**src/rtl/acc_pkg.sv**
```systemverilog
package acc_pkg;
  localparam int DW = 32;
  localparam logic [2:0] OFS_CTRL   = 3'd0;
  localparam logic [2:0] OFS_STATUS = 3'd1;
  localparam logic [2:0] OFS_SRC    = 3'd2;
  localparam logic [2:0] OFS_DST    = 3'd3;
  localparam logic [2:0] OFS_LEN    = 3'd4;
  localparam int B_START = 0;
  localparam int B_STOP  = 1;
  localparam int B_SRST  = 2;
  localparam int B_BUSY  = 0;
  localparam int B_DONE  = 1;
  localparam int B_ERR   = 2;
endpackage

```
**src/rtl/acc_fifo.sv**
```systemverilog
module acc_fifo #(
  parameter int W = 32,
  parameter int DEPTH = 4,
  localparam int PW = (DEPTH > 1) ? $clog2(DEPTH) : 1,
  localparam int CW = $clog2(DEPTH + 1)
) (
  input  logic          clk,
  input  logic          rst,
  input  logic          push,
  input  logic [W-1:0]  din,
  input  logic          pop,
  output logic [W-1:0]  dout,
  output logic [CW-1:0] count,
  output logic          empty,
  output logic          full
);
  logic [W-1:0]  mem [DEPTH];
  logic [PW-1:0] wp, rp;

  function automatic logic [PW-1:0] step(input logic [PW-1:0] p);
    return (p == PW'(DEPTH - 1)) ? '0 : p + 1'b1;
  endfunction

  // storage carries no reset so it maps onto distributed RAM
  always_ff @(posedge clk) begin
    if (push) mem[wp] <= din;
  end

  always_ff @(posedge clk) begin
    if (rst) begin
      wp <= '0;
      rp <= '0;
      count <= '0;
    end else begin
      if (push) wp <= step(wp);
      if (pop)  rp <= step(rp);
      case ({push, pop})
        2'b10:   count <= count + 1'b1;
        2'b01:   count <= count - 1'b1;
        default: count <= count;
      endcase
    end
  end

  assign dout  = mem[rp];
  assign empty = (count == '0);
  assign full  = (count == CW'(DEPTH));


  no_overflow_chk: assert property (@(posedge clk) disable iff (rst) push && full |-> pop);

  no_underflow_chk: assert property (@(posedge clk) disable iff (rst) pop |-> !empty);
endmodule

```
**src/rtl/acc_core.sv**
```systemverilog
module acc_core #(
  parameter int W = 32,
  parameter int ROT = 3,
  parameter logic [W-1:0] ADD = 32'h9E37_79B9,
  parameter int OUT_DEPTH = 4,
  localparam int CW = $clog2(OUT_DEPTH + 1)
) (
  input  logic          clk,
  input  logic          rst,
  input  logic          in_empty,
  input  logic [W-1:0]  in_data,
  output logic          in_pop,
  input  logic [CW-1:0] out_count,
  output logic          out_push,
  output logic [W-1:0]  out_data,
  output logic          busy
);
  localparam int R = ROT % W;

  logic          s1_v, s2_v;
  logic [W-1:0]  s1_d, s2_d;
  logic [W-1:0]  rot_w;

  generate
    if (R == 0) begin : g_norot
      assign rot_w = in_data;
    end else begin : g_rot
      assign rot_w = {in_data[W-1-R:0], in_data[W-1:W-R]};
    end
  endgenerate

  // take a word only if the result queue has room for everything in flight
  assign in_pop = !in_empty &&
                  ((int'(out_count) + int'(s1_v) + int'(s2_v)) < OUT_DEPTH);

  always_ff @(posedge clk) begin
    if (rst) begin
      s1_v <= 1'b0;
      s2_v <= 1'b0;
    end else begin
      s1_v <= in_pop;
      s2_v <= s1_v;
    end
  end

  always_ff @(posedge clk) begin
    s1_d <= rot_w;
    s2_d <= s1_d + ADD;
  end

  assign out_push = s2_v;
  assign out_data = s2_d;
  assign busy     = s1_v | s2_v;


  credit_chk: assert property (@(posedge clk) disable iff (rst) s2_v |-> int'(out_count) < OUT_DEPTH);
endmodule

```
**src/rtl/acc_regs.sv**
```systemverilog
module acc_regs
  import acc_pkg::*;
#(
  parameter int AW = 32,
  parameter int LEN_W = 16
) (
  input  logic             clk,
  input  logic             rst,
  input  logic             host_wr,
  input  logic [2:0]       host_addr,
  input  logic [DW-1:0]    host_wdata,
  output logic [DW-1:0]    host_rdata,
  input  logic             fin,
  output logic             launch,
  output logic             stop_req,
  output logic             srst,
  output logic [AW-1:0]    src,
  output logic [AW-1:0]    dst,
  output logic [LEN_W-1:0] len
);
  logic busy_q, done_q, err_q;
  logic wr_ctrl, wr_stat, start_w, start_ok, start_bad, stop_w;

  assign wr_ctrl   = host_wr && (host_addr == OFS_CTRL);
  assign wr_stat   = host_wr && (host_addr == OFS_STATUS);
  assign srst      = wr_ctrl && host_wdata[B_SRST];
  assign start_w   = wr_ctrl && host_wdata[B_START] && !srst;
  assign stop_w    = wr_ctrl && host_wdata[B_STOP] && !srst;
  assign start_ok  = start_w && !busy_q && (len != '0);
  assign start_bad = start_w && !start_ok;

  always_ff @(posedge clk) begin
    if (rst) begin
      src <= '0;
      dst <= '0;
      len <= '0;
    end else if (host_wr) begin
      case (host_addr)
        OFS_SRC: src <= AW'(host_wdata);
        OFS_DST: dst <= AW'(host_wdata);
        OFS_LEN: len <= LEN_W'(host_wdata);
        default: ;
      endcase
    end
  end

  always_ff @(posedge clk) begin
    if (rst || srst) begin
      busy_q   <= 1'b0;
      done_q   <= 1'b0;
      err_q    <= 1'b0;
      launch   <= 1'b0;
      stop_req <= 1'b0;
    end else begin
      launch   <= start_ok;
      stop_req <= stop_w && busy_q;
      if (start_ok)  busy_q <= 1'b1;
      else if (fin)  busy_q <= 1'b0;
      // hardware set wins over a host clear in the same cycle
      if (fin)                                  done_q <= 1'b1;
      else if (start_ok)                        done_q <= 1'b0;
      else if (wr_stat && host_wdata[B_DONE])   done_q <= 1'b0;
      if (start_bad)                            err_q <= 1'b1;
      else if (wr_stat && host_wdata[B_ERR])    err_q <= 1'b0;
    end
  end

  always_ff @(posedge clk) begin
    if (rst) begin
      host_rdata <= '0;
    end else begin
      case (host_addr)
        OFS_STATUS: host_rdata <= DW'({err_q, done_q, busy_q});
        OFS_SRC:    host_rdata <= DW'(src);
        OFS_DST:    host_rdata <= DW'(dst);
        OFS_LEN:    host_rdata <= DW'(len);
        default:    host_rdata <= '0;
      endcase
    end
  end


  fin_done_chk: assert property (@(posedge clk) disable iff (rst) fin && !srst |=> !busy_q && done_q);

  done_hold_chk: assert property (@(posedge clk) disable iff (rst)
    done_q && !srst && !start_ok && !(wr_stat && host_wdata[B_DONE]) |=> done_q);

  bad_start_chk: assert property (@(posedge clk) disable iff (rst) start_bad && !srst |=> err_q && !launch);
endmodule

```
**src/rtl/acc_dma.sv**
```systemverilog
module acc_dma #(
  parameter int AW = 32,
  parameter int DW = 32,
  parameter int LEN_W = 16,
  parameter int IN_DEPTH = 4,
  localparam int ICW = $clog2(IN_DEPTH + 1)
) (
  input  logic             clk,
  input  logic             rst,
  input  logic             launch,
  input  logic             stop_req,
  input  logic [AW-1:0]    src,
  input  logic [AW-1:0]    dst,
  input  logic [LEN_W-1:0] len,
  input  logic [ICW-1:0]   in_count,
  input  logic             in_empty,
  output logic             in_push,
  output logic [DW-1:0]    in_data,
  input  logic             out_empty,
  input  logic [DW-1:0]    out_data,
  output logic             out_pop,
  input  logic             pipe_busy,
  output logic             fin,
  output logic             mem_req,
  output logic             mem_we,
  output logic [AW-1:0]    mem_addr,
  output logic [DW-1:0]    mem_wdata,
  input  logic             mem_gnt,
  input  logic [DW-1:0]    mem_rdata
);
  localparam logic [AW-1:0] STRIDE = AW'(DW / 8);

  logic             active, stopping;
  logic             req_q, we_q;
  logic [AW-1:0]    addr_q, rd_ptr, wr_ptr;
  logic [DW-1:0]    wdata_q;
  logic [LEN_W-1:0] rd_iss, len_q;
  logic xfer, slot_free, rd_pend, room, can_wr, can_rd, issue_wr, issue_rd, all_read;

  assign xfer      = req_q & mem_gnt;
  assign slot_free = ~req_q | xfer;
  assign rd_pend   = req_q & ~we_q;
  assign room      = (int'(in_count) + int'(rd_pend)) < IN_DEPTH;
  assign can_wr    = active & ~out_empty;
  assign can_rd    = active & ~stopping & ~stop_req & (rd_iss != len_q) & room;
  // write-behind has the slot first so results never back up behind fetches
  assign issue_wr  = slot_free & can_wr;
  assign issue_rd  = slot_free & ~can_wr & can_rd;
  assign all_read  = (rd_iss == len_q) | stopping;

  assign out_pop = issue_wr;
  assign in_push = xfer & ~we_q;
  assign in_data = mem_rdata;
  assign fin     = active & all_read & ~req_q & in_empty & ~pipe_busy & out_empty;

  always_ff @(posedge clk) begin
    if (rst) begin
      active   <= 1'b0;
      stopping <= 1'b0;
      req_q    <= 1'b0;
      we_q     <= 1'b0;
      addr_q   <= '0;
      wdata_q  <= '0;
      rd_ptr   <= '0;
      wr_ptr   <= '0;
      rd_iss   <= '0;
      len_q    <= '0;
    end else if (launch) begin
      active   <= 1'b1;
      stopping <= 1'b0;
      rd_iss   <= '0;
      rd_ptr   <= src;
      wr_ptr   <= dst;
      len_q    <= len;
    end else begin
      if (fin) active <= 1'b0;
      if (stop_req && active) stopping <= 1'b1;
      if (issue_wr) begin
        req_q   <= 1'b1;
        we_q    <= 1'b1;
        addr_q  <= wr_ptr;
        wr_ptr  <= wr_ptr + STRIDE;
        wdata_q <= out_data;
      end else if (issue_rd) begin
        req_q   <= 1'b1;
        we_q    <= 1'b0;
        addr_q  <= rd_ptr;
        rd_ptr  <= rd_ptr + STRIDE;
        rd_iss  <= rd_iss + 1'b1;
      end else if (xfer) begin
        req_q   <= 1'b0;
      end
    end
  end

  assign mem_req   = req_q;
  assign mem_we    = we_q;
  assign mem_addr  = addr_q;
  assign mem_wdata = wdata_q;


  req_hold_chk: assert property (@(posedge clk) disable iff (rst)
    req_q && !mem_gnt |=> req_q && $stable(addr_q) && $stable(we_q) && $stable(wdata_q));

  stop_no_read_chk: assert property (@(posedge clk) disable iff (rst)
    stopping && !req_q && !launch |=> !(req_q && !we_q));
endmodule

```
**src/rtl/acc_wrapper.sv**
```systemverilog
module acc_wrapper
  import acc_pkg::*;
#(
  parameter int AW = 32,
  parameter int LEN_W = 16,
  parameter int IN_DEPTH = 4,
  parameter int OUT_DEPTH = 4,
  parameter int ROT = 3,
  parameter logic [31:0] ADD = 32'h9E37_79B9
) (
  input  logic          clk,
  input  logic          rst,
  input  logic          host_wr,
  input  logic [2:0]    host_addr,
  input  logic [31:0]   host_wdata,
  output logic [31:0]   host_rdata,
  output logic          mem_req,
  output logic          mem_we,
  output logic [AW-1:0] mem_addr,
  output logic [31:0]   mem_wdata,
  input  logic          mem_gnt,
  input  logic [31:0]   mem_rdata
);
  localparam int ICW = $clog2(IN_DEPTH + 1);
  localparam int OCW = $clog2(OUT_DEPTH + 1);

  logic             fin, launch, stop_req, srst, dp_rst;
  logic [AW-1:0]    src, dst;
  logic [LEN_W-1:0] len;
  logic             in_push, in_pop, in_empty, in_full;
  logic [DW-1:0]    in_din, in_dout;
  logic [ICW-1:0]   in_count;
  logic             out_push, out_pop, out_empty, out_full;
  logic [DW-1:0]    out_din, out_dout;
  logic [OCW-1:0]   out_count;
  logic             pipe_busy;

  assign dp_rst = rst | srst;

  acc_regs #(.AW(AW), .LEN_W(LEN_W)) u_regs (
    .clk(clk), .rst(rst), .host_wr(host_wr), .host_addr(host_addr),
    .host_wdata(host_wdata), .host_rdata(host_rdata), .fin(fin),
    .launch(launch), .stop_req(stop_req), .srst(srst),
    .src(src), .dst(dst), .len(len)
  );

  acc_fifo #(.W(DW), .DEPTH(IN_DEPTH)) u_inq (
    .clk(clk), .rst(dp_rst), .push(in_push), .din(in_din), .pop(in_pop),
    .dout(in_dout), .count(in_count), .empty(in_empty), .full(in_full)
  );

  acc_core #(.W(DW), .ROT(ROT), .ADD(ADD), .OUT_DEPTH(OUT_DEPTH)) u_core (
    .clk(clk), .rst(dp_rst), .in_empty(in_empty), .in_data(in_dout),
    .in_pop(in_pop), .out_count(out_count), .out_push(out_push),
    .out_data(out_din), .busy(pipe_busy)
  );

  acc_fifo #(.W(DW), .DEPTH(OUT_DEPTH)) u_outq (
    .clk(clk), .rst(dp_rst), .push(out_push), .din(out_din), .pop(out_pop),
    .dout(out_dout), .count(out_count), .empty(out_empty), .full(out_full)
  );

  acc_dma #(.AW(AW), .DW(DW), .LEN_W(LEN_W), .IN_DEPTH(IN_DEPTH)) u_dma (
    .clk(clk), .rst(dp_rst), .launch(launch), .stop_req(stop_req),
    .src(src), .dst(dst), .len(len), .in_count(in_count), .in_empty(in_empty),
    .in_push(in_push), .in_data(in_din), .out_empty(out_empty),
    .out_data(out_dout), .out_pop(out_pop), .pipe_busy(pipe_busy), .fin(fin),
    .mem_req(mem_req), .mem_we(mem_we), .mem_addr(mem_addr),
    .mem_wdata(mem_wdata), .mem_gnt(mem_gnt), .mem_rdata(mem_rdata)
  );


  reset_idle_chk: assert property (@(posedge clk) rst |=> !mem_req);
endmodule

```
**config.mk**
```make
export PLATFORM = sky130hd
export DESIGN_NAME = acc_wrapper
export DESIGN_NICKNAME = d
export VERILOG_FILES = /design/src/rtl/acc_pkg.sv /design/src/rtl/acc_fifo.sv /design/src/rtl/acc_core.sv /design/src/rtl/acc_regs.sv /design/src/rtl/acc_dma.sv /design/src/rtl/acc_wrapper.sv
export SDC_FILE = /design/constraint.sdc
export NUM_CORES = 1
export LEC_CHECK = 0
export BUFFER_PORTS_ARGS = -buffer_cell sky130_fd_sc_hd__buf_2
export CAP_MARGIN = 15
export CORE_MARGIN = 5
export CORE_UTILIZATION = 55
export DETAILED_ROUTE_END_ITERATION = 10
export PLACE_DENSITY = 0.78
export SLEW_MARGIN = 20
export SYNTH_ARGS = -nofsm -noshare
export SYNTH_HDL_FRONTEND = slang
export SYNTH_SLANG_ARGS = --single-unit
```
**constraint.sdc**
```tcl
create_clock -name clk -period 3.09 [get_ports clk]
set_clock_uncertainty 0.1 [all_clocks]
set_input_delay 0.309 -clock clk [delete_from_list [all_inputs] [get_ports clk]]
set_output_delay 0.309 -clock clk [all_outputs]
set_load 0.01 [all_outputs]
```
* Word-level counts from Yosys, hierarchy flattened *
Memory sizes are Yosys's and may differ from the RTL's. A register that Yosys moved wholly into a read port is not among the register bits.
Index checks and enable logic that the tools add are counted.

storage, ports and cells
  flip-flop bits (word level) = 297
  input bits = 71
  bits in writable memories = 256
  memories kept = 2
  output and inout port bits = 98

memories
  name        words  width  rd ports  clocked after memory_dff  write ports  RTL line        RTL
  u_inq.mem   4      32     1         1                         1            acc_fifo.sv:17  logic [W-1:0] mem [DEPTH];
  u_outq.mem  4      32     1         1                         1            acc_fifo.sv:17

operators by class
  equality and inequality tests = 15
  reductions and logical operators = 43
  $add $sub $neg = 15
  bitwise operators = 29
  mux-type cells = 31
  magnitude comparators = 2

operators by type and width
  kind                      count
  $mux W32                  7
  $pmux W32 S4              1
  $add A32 B3 Y32 const B   2
  $lt A32 B4 Y1 const B     2
  $add A32 B2 Y32           1
  $add A32 B32 Y32 const B  1
  $mux W1                   17
  $add A16 B1 Y16 const B   1
  $and A1 B1 Y1             16
  $eq A16 B16 Y1            1
  $ne A16 B16 Y1            1
  $reduce_and A2 Y1         8
  $reduce_bool A16 Y1       1
  $reduce_bool A2 Y1        8
  $logic_and A1 B1 Y1       15
  $eq A2 B2 Y1 const B      6
  $pmux W3 S2               2
  $logic_not A3 Y1          3
  $not A1 Y1                9
  $add A2 B1 Y2 const B     4
  $add A3 B1 Y4             2
  $mux W2                   4
  $add A3 B1 Y3 const B     2
  $eq A3 B2 Y1 const B      2
  10 further kinds          19

* Longest topological paths before layout *
  depth in word-level cells = 10
  gate-level depth with buffers = 12

* By module *
From an unflattened synthesis, not the netlist that was laid out.

unflattened totals
  cell total of the unflattened synthesis = 2172
  area, all modules = 25350.6 um^2

by module, submodules not included
  module       area each (um^2)  times used  seq. area each (um^2)  cells each
  acc_fifo     5106.1            2           4023.9                 215
  acc_dma      8521.9            1           3283.1                 1031
  acc_regs     4550.6            1           2342.2                 533
  acc_core     2059.5            1           1321.3                 177
  acc_wrapper  6.3               1           0.0                    1

* Worst setup path before layout *
Ideal clock, no wire load.

  path type = register to register
  start point = register u_outq.count[0]
  end point = register u_inq.count[2]
  required time = 2.920 ns
  buffers on the path = 0
  cell stages (with the launch flop) = 13
  slack = 0.297 ns
  arrival = 2.622 ns
  cells stage by stage = dfxtp_1 ha_1 ha_1 nand2_1 a21oi_1 nor2_1 a311oi_1 ha_1 inv_1 fa_1 xor2_1 or3_1 a21oi_1

on the way
  cells in the longest elaborated chain, start to end = 6

RTL lines
  what                                               RTL line           RTL
  from (decl)                                        acc_fifo.sv:13     output logic [CW-1:0] count,
  from (signal assigned)                             acc_fifo.sv:38     2'b10: count <= count + 1'b1;
  from (signal assigned)                             acc_fifo.sv:39     2'b01: count <= count - 1'b1;
  from (signal assigned)                             acc_fifo.sv:40     default: count <= count;
  $add A3 B1 Y4 *                                    acc_core.sv:34     ((int'(out_count) + int'(s1_v) + int'(s2_v)) < OUT_DEPTH);
  $add A32 B2 Y32 *                                  acc_core.sv:34
  $lt A32 B4 Y1 *                                    acc_core.sv:34
  $logic_and A1 B1 Y1 *                              acc_core.sv:33     assign in_pop = !in_empty &&
  named net in_pop                                   acc_wrapper.sv:30  logic in_push, in_pop, in_empty, in_full;
  $eq A2 B1 Y1 or $eq A2 B2 Y1 (tied branches)       acc_fifo.sv:37     case ({push, pop})
  $pmux W3 S2 or $reduce_bool A2 Y1 (tied branches)  n/a
  to (signal assigned)                               acc_fifo.sv:38
  to (signal assigned)                               acc_fifo.sv:39
  to (signal assigned)                               acc_fifo.sv:40
  to (decl)                                          acc_fifo.sv:13

The timed path passes the listed nets; every way through them passes the cells marked *.
A chain may end at the register's enable or synchronous reset.

* Worst setup path after layout *
Ends and elaborated chain as after synthesis.

==> impl_metrics.env <==
export IMPL_synth_top_family_by_area="simple AND/OR/NAND/NOR gates"
export IMPL_synth_flop_cell="dfxtp_1"
export IMPL_start_util_pct=55.5
export IMPL_first_global_vias=16200
export IMPL_fmax_ghz=0.356
export IMPL_rsz0062_at_grt="no"
export IMPL_yosys_warnings=0
export IMPL_critPathCaptureType="flop"
export IMPL_vias=16300
export IMPL_post_cts_resized=0
export IMPL_avgSynthCellArea_um2=11.8
export IMPL_first_iter_violations=1468
export IMPL_crit_required_ns=3.53
export IMPL_synthCells=2014
export IMPL_cellPowerDensity_nw_per_um2=659
export IMPL_maxCapViolCount=0
export IMPL_setup_tns_ns=0
export IMPL_h_tree_depth=2
export IMPL_clk_latency_ns=0.61
export IMPL_grt_pass1_wl_um=88600
export IMPL_ios=169
export IMPL_pre_cts_ws_ns=0.308
export IMPL_port_buffers=168
export IMPL_hp_class="in -> reg"
export IMPL_synthArstFlopShare_pct=0
export IMPL_synth_compound_area_share_pct=7.93
export IMPL_wl_met2_um=28000
export IMPL_fin_crit_sh_pct=90.8
export IMPL_ctsRootBufferMaster="clkbuf_16"
export IMPL_syn_area_um2=23800
export IMPL_top_layer="met4"
export IMPL_yosysSeqAreaShare_pct=62.6
export IMPL_status="finished, final reports clean"
export IMPL_cp_start_kind="flop"
export IMPL_wirelength_um=56300
export IMPL_rows=76
export IMPL_synthDistinctLibCells=62
export IMPL_finalSetupViolCount=0
export IMPL_antenna_found_initial=0
export IMPL_final_max_slew_viol_count=0
export IMPL_path_max_fanout=5
export IMPL_wl_met1_um=23300
export IMPL_relSlewSlack_pct=29.1
export IMPL_synth_simple_area_share_pct=12.2
export IMPL_clock_sinks=617
export IMPL_worst_pin_slew_ns=1.06
export IMPL_grt_start_max_net_pins=102
export IMPL_drtAntennaViolNets=0
export IMPL_critPathArrivalTime_ns=3.25
export IMPL_fin_crit_ns=2.81
export IMPL_clkTransAtPathRegs_ns=0.06
export IMPL_hold_worst_slack_ns=0.0561
export IMPL_cts_buffer_depth=3
export IMPL_die_area_um2=47600
export IMPL_cts_tree="built"
export IMPL_vdd_drop_max_uv=600
export IMPL_cts_buffers_inserted=58
export IMPL_wl_per_cell_um=19.7
export IMPL_drc_errors=0
export IMPL_vias_per_cell=5.70
export IMPL_place_congestion=0.866
export IMPL_wl_met3_um=3430
export IMPL_instances_no_fill=2862
export IMPL_synthMuxAreaShare_pct=9.67
export IMPL_setup_ws_ns=0.284
export IMPL_final_util_pct=65.1
export IMPL_p_leak_uw=0.00979
export IMPL_syn_nets=2105
export IMPL_synth_xor_area_share_pct=4.15
export IMPL_grt_usage_pct=23.3
export IMPL_synth_edff_count=256
export IMPL_yosys_area_share_adder_pct=1.11
export IMPL_hold_viol=0
export IMPL_drive_gt1_share_pct=17.3
export IMPL_fp_dieH_um=218
export IMPL_place_inst=2685
export IMPL_worst_setup_path_type="reg -> reg"
export IMPL_grt_remaining_overflow=0
export IMPL_synth_seq_cells=617
export IMPL_nets=2317
export IMPL_core_um2=43000
export IMPL_dr_pass1_iters=5
export IMPL_die_w_um=218
export IMPL_dp_hpwl_um=36000
export IMPL_syn2layout_area_growth_pct=17.4
## stage by stage
step	power (µW)	area (µm²)
after floorplan	10700	23800
after global placement	11200	25400
after detailed placement	11300	25400
after CTS	18500	28000
after global routing	19100	28000
final	18400	28000
## layer usage
metal  up-vias  GRT usage (%)
met5         -              0
met4         0           7.60
met3       106           3.67
met2       564           39.5
met1      7968           31.0
li1       7665              -
## repair_timing
item | 4_1_cts | 5_1_grt
endpoints found under the setup margin | 0 | 0
buffers inserted | 0 | 0
hold endpoints to repair | 214 | 0
hold buffers | 66 | 0
## flip-flops by register name, indices dropped and copies added (netlist names), 2 cells and up
| signal | cells |
|---|---|
| u_dma.mem_wdata | 32 |
| u_inq.wp | 2 |
| u_regs.len | 16 |
| u_regs.host_rdata | 32 |
| u_dma.wr_ptr | 32 |
| u_dma.mem_addr | 32 |
| u_core.out_data | 32 |
| u_inq.mem | 128 |
| u_dma.rd_iss | 16 |
| u_core.s1_d | 32 |
| u_dma.rd_ptr | 32 |
| u_inq.count | 3 |
| u_outq.count | 3 |
| u_regs.src | 32 |
| u_inq.rp | 2 |
| u_outq.rp | 2 |
| u_outq.wp | 2 |
| u_outq.mem | 128 |
| u_regs.dst | 32 |
| u_dma.len_q | 16 |
## cell usage after synthesis, types with 2 or more instances
| library cell | number | area share (%) |
|---|---|---|
| and3_1 | 18 | 0.47 |
| or3_1 | 6 | 0.16 |
| o41ai_1 | 4 | 0.15 |
| buf_2 | 6 | 0.13 |
| mux4_2 | 64 | 6.0 |
| a311oi_1 | 3 | 0.11 |
| nand4b_1 | 3 | 0.11 |
| o311ai_0 | 2 | 0.074 |
| or2_2 | 4 | 0.10 |
| nor4_1 | 19 | 0.50 |
| o21ai_0 | 62 | 1.3 |
| mux2_2 | 2 | 0.094 |
| ha_1 | 18 | 0.94 |
| nor3b_1 | 3 | 0.094 |
| and2_1 | 10 | 0.26 |
| and4_1 | 6 | 0.22 |
| dfxtp_1 | 361 | 30 |
| o31ai_1 | 4 | 0.13 |
| nor3_1 | 25 | 0.52 |
| a211oi_1 | 37 | 1.2 |
| edfxtp_1 | 256 | 32 |
| fa_1 | 2 | 0.17 |
| xnor2_1 | 79 | 2.9 |
| nor4_2 | 7 | 0.37 |
| nor2_1 | 172 | 2.7 |
| o21a_1 | 4 | 0.13 |
| or4_1 | 4 | 0.13 |
| a22oi_1 | 3 | 0.094 |
| mux2i_1 | 84 | 3.5 |
| a21oi_1 | 201 | 4.2 |
| nand3b_1 | 3 | 0.094 |
| nor2b_1 | 4 | 0.10 |
| clkbuf_1 | 99 | 1.6 |
| nor4b_1 | 5 | 0.18 |
| nand2b_1 | 3 | 0.079 |
| nand3_1 | 27 | 0.57 |
| xor2_1 | 34 | 1.2 |
| inv_1 | 23 | 0.36 |
| nand4_1 | 32 | 0.84 |
| nand2_1 | 273 | 4.3 |
| buf_1 | 15 | 0.24 |
| a31oi_1 | 7 | 0.18 |
## worst paths after layout
kind	cells after the start	to	from	slack [ns]
worst max-delay path	12	u_inq.count[2]$_SDFFE_PP0P_	u_outq.count[0]$_SDFFE_PP0P_	0.28
worst min-delay path	3	u_regs.done_q$_SDFFE_PP0P_	rst	0.06
worst max register to register	12	u_inq.count[2]$_SDFFE_PP0P_	u_outq.count[0]$_SDFFE_PP0P_	0.28
worst min register to register	2	u_dma.mem_wdata[3]$_SDFFE_PP0P_	u_dma.mem_wdata[3]$_SDFFE_PP0P_	0.35
## cell usage in the layout (no fill, tap or decap), types with 4 or more instances in the layout
cell type / Yosys / routed
dfxtp_1: 361 / 358
nand2_1: 273 / 273
edfxtp_1: 256 / 256
a21oi_1: 201 / 201
nor2_1: 172 / 170
buf_2: 6 / 168
mux2i_1: 84 / 84
xnor2_1: 79 / 79
dlygate4sd3_1: 0 / 66
mux4_2: 64 / 64
o21ai_0: 62 / 62
clkbuf_16: 0 / 60
a211oi_1: 37 / 37
xor2_1: 34 / 34
buf_4: 0 / 33
nand4_1: 32 / 32
nand3_1: 27 / 26
nor3_1: 25 / 25
inv_1: 23 / 23
clkbuf_1: 99 / 19
and3_1: 18 / 18
nor4_1: 19 / 18
ha_1: 18 / 18
clkbuf_8: 0 / 12
and2_1: 10 / 10
nor4_2: 7 / 8
clkinv_2: 0 / 8
or3_1: 6 / 6
a31oi_1: 7 / 6
and4_1: 6 / 6
buf_12: 0 / 6
nor4b_1: 5 / 5
nor2b_1: 4 / 4
or4_1: 4 / 4
o21a_1: 4 / 4
or2_2: 4 / 4
o31ai_1: 4 / 4
## power by group
| part | switching (µW) | total, µW | internal, µW |
|---|---|---|---|
| registers | 450 | 9600 | 9150 |
| clock network | 3040 | 7190 | 4150 |
| logic | 872 | 1640 | 769 |
## critical path, cell delays in order, from the launching register on
cell	delay [ns]
dfxtp_1	0.43
ha_1	0.21
ha_1	0.16
nand2_1	0.05
a21oi_1	0.12
nor2_1	0.06
a311oi_1	0.31
ha_1	0.26
inv_1	0.06
fa_1	0.37
xor2_1	0.16
or3_1	0.30
a21oi_1	0.15
## kinds of logic after synthesis
group	after synthesis
and+or+nand+nor	633
DFF	617
AOI/OAI and AO/OA	336
muxes	150
buffers and inverters	145
xor gates and xnor gates	113
adders and majority gates	20
## final cells by class
cell class                      count  area, µm²
Antenna cell                        1       2.50
Clock buffer                       91       1740
Clock inverter                     19        228
Fill cell                        3120      15000
Inverter                           24       90.1
Multi-Input combinational cell   1252       8410
Sequential cell                   617      14900
Tap cell                          585        732
Timing Repair Buffer              273       1870
(Power assumes the default switching activity.)
